### src/rtl/bshift_pkg.sv
package bshift_pkg;

   typedef enum logic [1:0] {
      OP_HOLD  = 2'd0,
      OP_LOAD  = 2'd1,
      OP_SHIFT = 2'd2
   } bshift_op_e;

   function automatic int unsigned amt_width(input int unsigned w);
      return $clog2(w + 1);
   endfunction

endpackage

### src/rtl/bshift_stages.sv
module bshift_stages
   import bshift_pkg::*;
#(
   parameter int unsigned WIDTH = 8
) (
   input  logic             clk,
   input  logic             rst_n,
   input  bshift_op_e       op,
   input  logic             dir_left,
   input  logic             ser_in,
   input  logic [WIDTH-1:0] load_word,
   output logic [WIDTH-1:0] q
);

   logic [WIDTH-1:0] from_low;
   logic [WIDTH-1:0] from_high;

   for (genvar i = 0; i < WIDTH; i++) begin : g_stage
      if (i == 0) begin : g_low_end
         assign from_low[i] = ser_in;
      end else begin : g_low_mid
         assign from_low[i] = q[i-1];
      end
      if (i == WIDTH - 1) begin : g_high_end
         assign from_high[i] = ser_in;
      end else begin : g_high_mid
         assign from_high[i] = q[i+1];
      end

      logic d_next;
      always_comb begin
         unique case (op)
            OP_LOAD:  d_next = load_word[i];
            OP_SHIFT: d_next = dir_left ? from_low[i] : from_high[i];
            default:  d_next = q[i];
         endcase
      end

      always_ff @(posedge clk or negedge rst_n) begin
         if (!rst_n) q[i] <= 1'b0;
         else        q[i] <= d_next;
      end
   end

endmodule

### src/rtl/bshift_sequencer.sv
module bshift_sequencer
   import bshift_pkg::*;
#(
   parameter int unsigned WIDTH = 8,
   parameter int unsigned AMT_W = amt_width(WIDTH)
) (
   input  logic             clk,
   input  logic             rst_n,
   input  logic             load_en,
   input  logic             start,
   input  logic [AMT_W-1:0] amount,
   output bshift_op_e       op,
   output logic             busy,
   output logic             done
);

   localparam logic [AMT_W-1:0] ONE = AMT_W'(1);

   logic [AMT_W-1:0] remain;
   logic             last_shift;
   logic             empty_run;

   assign busy       = (remain != '0);
   assign last_shift = busy && !load_en && (remain == ONE);
   assign empty_run  = !busy && start && (amount == '0);

   always_comb begin
      if (load_en)   op = OP_LOAD;
      else if (busy) op = OP_SHIFT;
      else           op = OP_HOLD;
   end

   always_ff @(posedge clk or negedge rst_n) begin
      if (!rst_n) begin
         remain <= '0;
         done   <= 1'b0;
      end else begin
         if (busy) begin
            if (op == OP_SHIFT) remain <= remain - ONE;
         end else if (start) begin
            remain <= amount;
         end
         done <= last_shift || empty_run;
      end
   end

endmodule

### src/rtl/bshift_tap.sv
module bshift_tap #(
   parameter int unsigned WIDTH = 8
) (
   input  logic [WIDTH-1:0] q,
   input  logic             dir_left,
   output logic             ser_out
);

   assign ser_out = dir_left ? q[WIDTH-1] : q[0];

endmodule

### src/rtl/bidir_shift_seq.sv
module bidir_shift_seq
   import bshift_pkg::*;
#(
   parameter int unsigned WIDTH = 8,
   parameter int unsigned AMT_W = amt_width(WIDTH)
) (
   input  logic             clk,
   input  logic             rst_n,
   input  logic             load_en,
   input  logic [WIDTH-1:0] load_word,
   input  logic             dir_left,
   input  logic             ser_in,
   input  logic             start,
   input  logic [AMT_W-1:0] amount,
   output logic [WIDTH-1:0] word_q,
   output logic             ser_out,
   output logic             busy,
   output logic             done
);

   if (WIDTH < 2) begin : g_bad_width
      $error("bidir_shift_seq: WIDTH must be at least 2");
   end
   if (AMT_W < amt_width(WIDTH)) begin : g_bad_amt
      $error("bidir_shift_seq: AMT_W too narrow to count WIDTH shifts");
   end

   bshift_op_e op;

   bshift_sequencer #(.WIDTH(WIDTH), .AMT_W(AMT_W)) u_seq (
      .clk     (clk),
      .rst_n   (rst_n),
      .load_en (load_en),
      .start   (start),
      .amount  (amount),
      .op      (op),
      .busy    (busy),
      .done    (done)
   );

   bshift_stages #(.WIDTH(WIDTH)) u_stages (
      .clk       (clk),
      .rst_n     (rst_n),
      .op        (op),
      .dir_left  (dir_left),
      .ser_in    (ser_in),
      .load_word (load_word),
      .q         (word_q)
   );

   bshift_tap #(.WIDTH(WIDTH)) u_tap (
      .q        (word_q),
      .dir_left (dir_left),
      .ser_out  (ser_out)
   );

endmodule

### config.mk
export PLATFORM = sky130hd
export DESIGN_NAME = bidir_shift_seq
export DESIGN_NICKNAME = d
export VERILOG_FILES = /design/src/rtl/bshift_pkg.sv /design/src/rtl/bshift_stages.sv /design/src/rtl/bshift_sequencer.sv /design/src/rtl/bshift_tap.sv /design/src/rtl/bidir_shift_seq.sv
export SDC_FILE = /design/constraint.sdc
export NUM_CORES = 1
export LEC_CHECK = 0
export CAP_MARGIN = 20
export CORE_MARGIN = 5
export CORE_UTILIZATION = 50
export DETAILED_ROUTE_END_ITERATION = 10
export DONT_BUFFER_PORTS = 1
export GPL_TIMING_DRIVEN = 0
export RECOVER_POWER = 50
export SKIP_CTS_REPAIR_TIMING = 1
export SYNTH_ARGS = -nofsm -noshare
export SYNTH_HDL_FRONTEND = slang
export SYNTH_SLANG_ARGS = --single-unit
export TNS_END_PERCENT = 100
### constraint.sdc
create_clock -name clk -period 2.9 [get_ports clk]
set_input_delay 0.435 -clock clk [delete_from_list [all_inputs] [get_ports clk]]
set_output_delay 0.435 -clock clk [all_outputs]
set_load 0.05 [all_outputs]
## Yosys cells after proc, flatten, opt, wreduce, memory -nomap -nowiden

Cells that the tools add are included.

| cells by class | value |
|---|---|
| eq/ne operators | 4 |
| reduce and logical (&&, ||, !) cells | 12 |
| mux-type cells | 22 |
| add/subtract/negate cells | 1 |

Operators by type and width:

| operator | number |
|---|---|
| $pmux 1 s2 | 8 |
| $mux 4 | 3 |
| $mux 1 | 9 |
| $eq 4x1->1 const B | 1 |
| $logic_and 1x1->1 | 4 |
| $logic_not 4->1 | 1 |
| $mux 2 | 2 |
| $reduce_bool 2->1 | 2 |
| $reduce_bool 4->1 | 1 |
| $sub 4x1->4 const B | 1 |
| $eq 2x1->1 const B | 1 |
| $eq 2x2->1 const B | 1 |
| $logic_not 1->1 | 2 |
| $ne 2x2->1 const B | 1 |
| $reduce_and 2->1 | 1 |
| $logic_or 1x1->1 | 1 |

| storage, ports and cells | value |
|---|---|
| register bits after elaboration | 13 |
| input port bits | 18 |
| output and inout bits | 11 |

## Logic depth before layout (Yosys ltp)

Gate-level depths: netlist of run 1.

| depth | value |
|---|---|
| depth in word-level cells | 6 |
| depth in mapped cells | 7 |
| gate-level depth less buffers | 6 |

## Modules after synthesis

A second synthesis of run 1 with hierarchy kept.

| second synthesis, totals | value |
|---|---|
| cell total of the unflattened synthesis | 80 |
| area total of the unflattened synthesis | 840.8 um^2 |

Modules (own cells, without submodules):

| module | area an instance (um^2) | cells an instance | times used |
|---|---|---|---|
| bshift_stages | 494.2 | 46 | 1 |
| bshift_sequencer | 331.6 | 33 | 1 |
| bshift_tap | 15.0 | 1 | 1 |

## Worst setup path before layout of run 1

No wires, ideal clock.

| timing | value |
|---|---|
| path type | register to output |
| start point | register u_seq.remain[0] |
| end point | output busy |
| cell stages (with the launch flop) | 6 |
| arrival | 1.211 ns |
| path slack | 1.254 ns |
| buffers on the path | 1 |
| cell sequence | dfrtp_1 inv_1 ha_1 buf_6 nor3b_4 inv_2 |

| between the ends | value |
|---|---|
| word-level cells in the longest chain between the ends | 1 |

RTL lines:

| element | line | text |
|---|---|---|
| start: declaration | bshift_sequencer.sv:19 | `logic [AMT_W-1:0] remain;` |
| start signal: assignment | bshift_sequencer.sv:39 | `if (op == OP_SHIFT) remain <= remain - ONE;` |
| start signal: assignment | bshift_sequencer.sv:41 | `remain <= amount;` |
| $reduce_bool 4->1 | bshift_sequencer.sv:23 | `assign busy = (remain != '0);` |
| end: declaration | bidir_shift_seq.sv:17 | `output logic busy,` |

No other way between the ends.

## Worst setup path in the final report of run 1

Same ends and word-level chain as after synthesis.

==> results of run 1 <==
worst paths after layout:
check,end,cells after the start
worst max-delay path,busy,5
worst min register to register,u_seq.remain[3],2
min in group asynchronous,u_stages.q[0],1
worst min-delay path,u_stages.q[5],2
worst max register to register,u_stages.q[7],7
max in group asynchronous,u_seq.remain[1],1
kinds of logic (layout without fill, tap and decap cells):
group | after synthesis | after routing | share of synthesized area (%)
AND/OR/NAND/NOR | 36 | 36 | 22.4
AO/OA/AOI/OAI | 27 | 27 | 28.7
flip-flops | 13 | 13 | 37.6
buffers and inverters | 10 | 15 | 7.09
adder cells (fa/ha/maj) | 2 | 2 | 2.89
multiplexers | 1 | 1 | 1.30
placed cells by master, fill, tap and decap left out, drive strengths merged, types with 3 or more instances in the layout:
cell type   n
o31ai       8
nand2       9
dfrtp      13
inv         5
a31oi       3
nor2b       8
nand3       4
clkbuf      6
buf         3
nor2        9
a211oi      8
cell type report:
| type | instances | area, um^2 |
|---|---|---|
| Inverter | 5 | 18.8 |
| Multi-Input combinational cell | 66 | 478 |
| Fill cell | 172 | 774 |
| Clock buffer | 4 | 26.3 |
| Timing Repair Buffer | 1 | 10.0 |
| Buffer | 5 | 35.0 |
| Tap cell | 17 | 21.3 |
| Sequential cell | 13 | 325 |
synthesized netlist by cell type (all sizes together):
library cell | n | area, um^2
a211oi | 8 | 85.1
a21o | 1 | 7.51
a21oi | 2 | 10.0
a31oi | 3 | 18.8
buf | 4 | 38.8
clkbuf | 1 | 3.75
dfrtp | 13 | 325
ha | 2 | 25.0
inv | 5 | 18.8
mux2 | 1 | 11.3
nand2 | 9 | 33.8
nand3 | 4 | 20.0
nand4bb | 1 | 11.3
nor2 | 9 | 33.8
nor2b | 8 | 50.1
nor3 | 2 | 10.0
nor3b | 2 | 26.3
nor4b | 1 | 8.76
o211ai | 2 | 15.0
o311ai | 1 | 8.76
o31ai | 8 | 85.1
o41ai | 2 | 17.5
stage by stage:
stage	instance area, um^2	total power, mW	utilization, %
3_5_place_dp	886	0.781	52.4
4_1_cts	912	0.901	54.0
5_1_grt	915	0.949	54.1
3_3_place_gp	886	0.769	52.4
2_1_floorplan	865	0.708	-
6_report	915	0.885	54.1
registers in the layout (all words and copies together) (netlist names):
name          count
u_stages.q        8
u_seq.done        1
u_seq.remain      4
power breakdown:
part / internal (mW) / switching (mW)
combinational: 0.148 / 0.191
clock: 0.0534 / 0.0672
sequential: 0.236 / 0.189
metal layers:
layer | vias to the layer above | GRT usage, %
li1 | 336 | -
met1 | 343 | 22.5
met2 | 21 | 26.5
met3 | 2 | 7.16
met4 | 0 | 7.86
met5 | - | 0
critical path, cell delays in order, from the launching register on:
cell and delay (ns):
dfrtp_1 0.46, inv_1 0.10, ha_1 0.14, clkbuf_1 0.31, nor3b_4 0.37, inv_2 0.25
==> flow_summary_export.csv, run 1 <==
group,metric,value,unit
timing,hold_viol,0,
timing,rsz0062_at_grt,"no",
synthesis,synth_area,865,um^2
clock_network,clkLatencyLatePin,0.28,ns
timing,finalCritPeriodShare,80.9,%
critical_path,r2r_slack,0.90,ns
critical_path,crit_path_start_kind,"flip-flop",
floorplan,die_h,51.6,um
clock_network,cts.clk_slew.worst_paths,0.09,ns
timing,timing.hold.ws,0.273,ns
clock_network,clockRootBuffer,"clkbuf_4",
critical_path,regToRegStartpoint,"u_seq.remain[0]",
place,preCtsSetupSlack,1.10,ns
synthesis,ys_seq_area_share,37.6,%
critical_path,crit_path_start,"u_seq.remain[0]",
power_and_ir_drop,ir_drop,0.441,mV
clock_network,cts_max_level,1,
timing,fin_ws,0.553,ns
timing,worst_pin_slew,0.616,ns
detailed_routing,wl_per_cell,18.5,um
layout,areaGrowthSynthToFinish,5.79,%
floorplan,io_pins,29,
synthesis,synth_nets,109,
detailed_routing,drt-met1-wl,923,um
clock_network,cts.path.max_buffers,2,
clock_network,numCtsBuffers,3,
global_routing,grt_pass1_vias,705,
floorplan,die_w,51.6,um
timing,setup-tns-final,0,ns
detailed_routing,drt.antenna.violating_nets,0,
detailed_routing,via_count,702,
timing,timing.fmax,426,MHz
floorplan,rows,15,
job,max_cap_viol_count,0,
synthesis,synthCells,89,
critical_path,cp-end-kind,"output port",
worst_hold_path,min_path_type,"input port to flip-flop",
timing,skew,0.00541,ns
detailed_routing,drtIter0Drc,13,
timing,slew_headroom,58.8,%
critical_path,cp.arrival,1.91,ns
detailed_routing,routed_wl,2050,um
critical_path,crit_required,2.47,ns
place,dp_hpwl,1490,um
power_and_ir_drop,powerDensity,968,nW/um^2
global_routing,antenna_found_initial,0,
timing,period_needed,2.35,ns
status,run_status,"finished, final reports clean",
floorplan,core-area,1690,um^2
layout,fin_cells,111,
timing,setup_viol,0,
layout,drive_gt1_share,20.2,%
global_routing,grt_util_all_layers,17.8,%
global_routing,grt_max_degree,14,
critical_path,crit_fanout,10,
timing,drv_slew,0,
synthesis,ys_ff_latch,13,
synthesis,ys_types,27,
clock_network,clkSinkCount,13,
global_routing,grt_pass1_wl,3420,um
place,place.gp.congestion,0.770,
critical_path,crit_type,"flip-flop to output port",
layout,diodes,0,
worst_hold_path,min_from,"load_word[5]",
detailed_routing,wl_met2,965,um
power_and_ir_drop,p_leak,0.373,nW
detailed_routing,drcViolationCount,0,
place,portBuffers,0,
detailed_routing,route.met3.wl,147,um
layout,fin_nets,115,
floorplan,dieArea,2660,um^2
detailed_routing,via_per_inst,6.32,
clock_network,cts_tree,"built",
place,dpl.cell_count,106,
synthesis,yosysWarnings,0,
detailed_routing,highest_layer,"met4",
synthesis,synth.avg_cell_area,9.71,um^2
floorplan,initial_core_util,51.2,%
global_routing,grt_overflow,0,
detailed_routing,first_pass_iters,4,
(Power assumes the default switching activity.)
==> inputs of run 2 (changes only) <==
PLACE_DENSITY = 0.68   (was unset)
clock period = 2 ns   (was 2.9 ns; I/O delays follow)
==> run 2 against run 1 <==
  * Die area unchanged
  * Core utilization increased by 1.5 points
  * Flip-flop and latch count unchanged
==> flow_summary_export.csv, run 2 (synthesized netlist as in run 1, its figures left out) <==
group,metric,value,unit
status,run_status,"finished, final reports clean",
timing,slew_headroom,59.6,%
timing,worst_pin_slew,0.604,ns
timing,finalCritPeriodShare,93.1,%
place,placed_cell_area,886,um^2
global_routing,grt_pass1_vias,629,
detailed_routing,drtIter0Drc,19,
critical_path,crit_path_start_kind,"flip-flop",
critical_path,cp-end-kind,"output port",
power_and_ir_drop,powerDensity,1390,nW/um^2
layout,mostFrequentLayoutCell,"dfrtp_1",
power_and_ir_drop,power_frac_clock,12.4,%
layout,n_fill_cell,140,
layout,fin_nets,117,
detailed_routing,wl_per_cell,16.7,um
floorplan,dieArea,2660,um^2
layout,utilization,55.6,%
power_and_ir_drop,power,1.31,mW
clock_network,cts.path.max_buffers,2,
timing,timing.hold.ws,0.145,ns
global_routing,grt_max_degree,14,
place,portBuffers,0,
detailed_routing,first_pass_iters,4,
clock_network,clkLatencyLatePin,0.27,ns
clock_network,clockRootBuffer,"clkbuf_4",
layout,seqCellArea,325,um^2
timing,skew,0.00425,ns
floorplan,initial_core_util,51.2,%
power_and_ir_drop,pwr-share-comb,40.4,%
layout,regMostFlops,"u_stages.q",
critical_path,slowest_stage,"dfrtp_1",
layout,top_regs,"u_stages.q: 8 flops, u_seq.remain: 4 flops, u_seq.done: 1 flops",
power_and_ir_drop,seq_power_share,47.2,%
place,place.gp.congestion,0.867,
power_and_ir_drop,swShare,48.7,%
layout,drive_gt1_share,22.9,%
floorplan,die_h,51.6,um
power_and_ir_drop,p_leak,0.390,nW
timing,timing.fmax,537,MHz
timing,period_needed,1.86,ns
critical_path,path_cells,"inv_1 > ha_1 > buf_6 > nor3b_4 > inv_4",
critical_path,cp.arrival,1.56,ns
power_and_ir_drop,ir_drop,0.717,mV
global_routing,grt_pass1_wl,3040,um
detailed_routing,via_per_inst,6.06,
place,dp_hpwl,1390,um
clock_network,numCtsBuffers,3,
global_routing,grt_overflow,0,
timing,rsz0062_at_grt,"no",
floorplan,io_pins,29,
floorplan,core-area,1690,um^2
global_routing,grt_util_all_layers,15.5,%
clock_network,cts_tree,"built",
timing,setup-tns-final,0,ns
job,max_cap_viol_count,0,
layout,largest_reg_flops,8,
detailed_routing,drcViolationCount,0,
floorplan,die_w,51.6,um
layout,most-common-layout-cells,"dfrtp_1, nand2_1, nor2_1",
global_routing,antenna_found_initial,0,
clock_network,cts.clk_slew.worst_paths,0.08,ns
detailed_routing,via_count,685,
layout,multi_input_area,478,um^2
layout,diodes,0,
layout,fin_area,940,um^2
worst_hold_path,min_path_type,"input port to flip-flop",
floorplan,rows,15,
detailed_routing,drt.antenna.violating_nets,0,
detailed_routing,routed_wl,1890,um
critical_path,crit_required,1.70,ns
power_and_ir_drop,power_switching,0.635,mW
critical_path,max_stage_delay,0.45,ns
timing,setup_viol,0,
clock_network,cts_max_level,1,
timing,drv_slew,0,
timing,hold_viol,0,
layout,areaGrowthSynthToFinish,8.68,%
critical_path,crit_fanout,10,
clock_network,clkSinkCount,13,
critical_path,crit_type,"flip-flop to output port",
power_and_ir_drop,p_int,0.670,mW
-- run 2: cell count changes in the layout (fill, tap and decap cells not counted) --
cell / previous run / this run
buf_6: 2 / 3
inv_2: 1 / 0
inv_4: 0 / 1
clkbuf_1: 3 / 2
buf_4: 0 / 2
-- run 2: power groups by stage --
| stage | registers, mW | clock network (mW) | logic [mW] |
|---|---|---|---|
| after global placement | 0.615 | 0 | 0.494 |
| after detailed placement | 0.618 | 0 | 0.501 |
| after CTS | 0.613 | 0.167 | 0.506 |
| after global routing | 0.629 | 0.175 | 0.586 |
| final | 0.616 | 0.162 | 0.528 |
| after floorplan | 0.586 | 0 | 0.440 |
-- run 2: worst max-delay path: cells and delay by family (launching register included) --
family                   cells  cell delay (ns)
adder cells (fa/ha/maj)      1             0.16
buffers and inverters        3             0.39
flip-flops                   1             0.45
AND/OR/NAND/NOR              1             0.28
-- run 2: final timing paths --
check	from	endpoint	slack (ns)	depth (start not counted)
setup / recovery	u_seq.remain[0]	busy	0.14	5
hold / removal	load_word[0]	u_stages.q[0]	0.14	2
setup reg to reg	u_seq.remain[0]	u_stages.q[4]	0.18	8
min in group asynchronous	rst_n	u_stages.q[2]	0.47	1
max in group asynchronous	rst_n	u_stages.q[6]	1.14	1
hold reg to reg	u_seq.remain[1]	u_seq.remain[3]	0.59	2
-- run 2: area by class of cell --
cell class | instances | share of cell area, %
Buffer | 5 | 4.53
Clock buffer | 4 | 2.80
Inverter | 5 | 2.26
Multi-Input combinational cell | 66 | 50.9
Sequential cell | 13 | 34.6
Tap cell | 17 | 2.26
Timing Repair Buffer | 3 | 2.66
-- run 2: per-layer routing --
metal	global-route usage, %	vias up	part of all wire, %
met5	0	-	0
met4	3.93	0	0.69
met3	6.59	2	7.6
met2	22.2	23	46
met1	21.1	318	46
li1	-	342	-
-- run 2: metrics by stage --
step,setup WS [ns],cells
6_report,0.138,113
5_1_grt,0.0555,113
4_1_cts,0.0301,110
3_5_place_dp,0.249,106
3_3_place_gp,0.279,106
2_1_floorplan,0.435,89
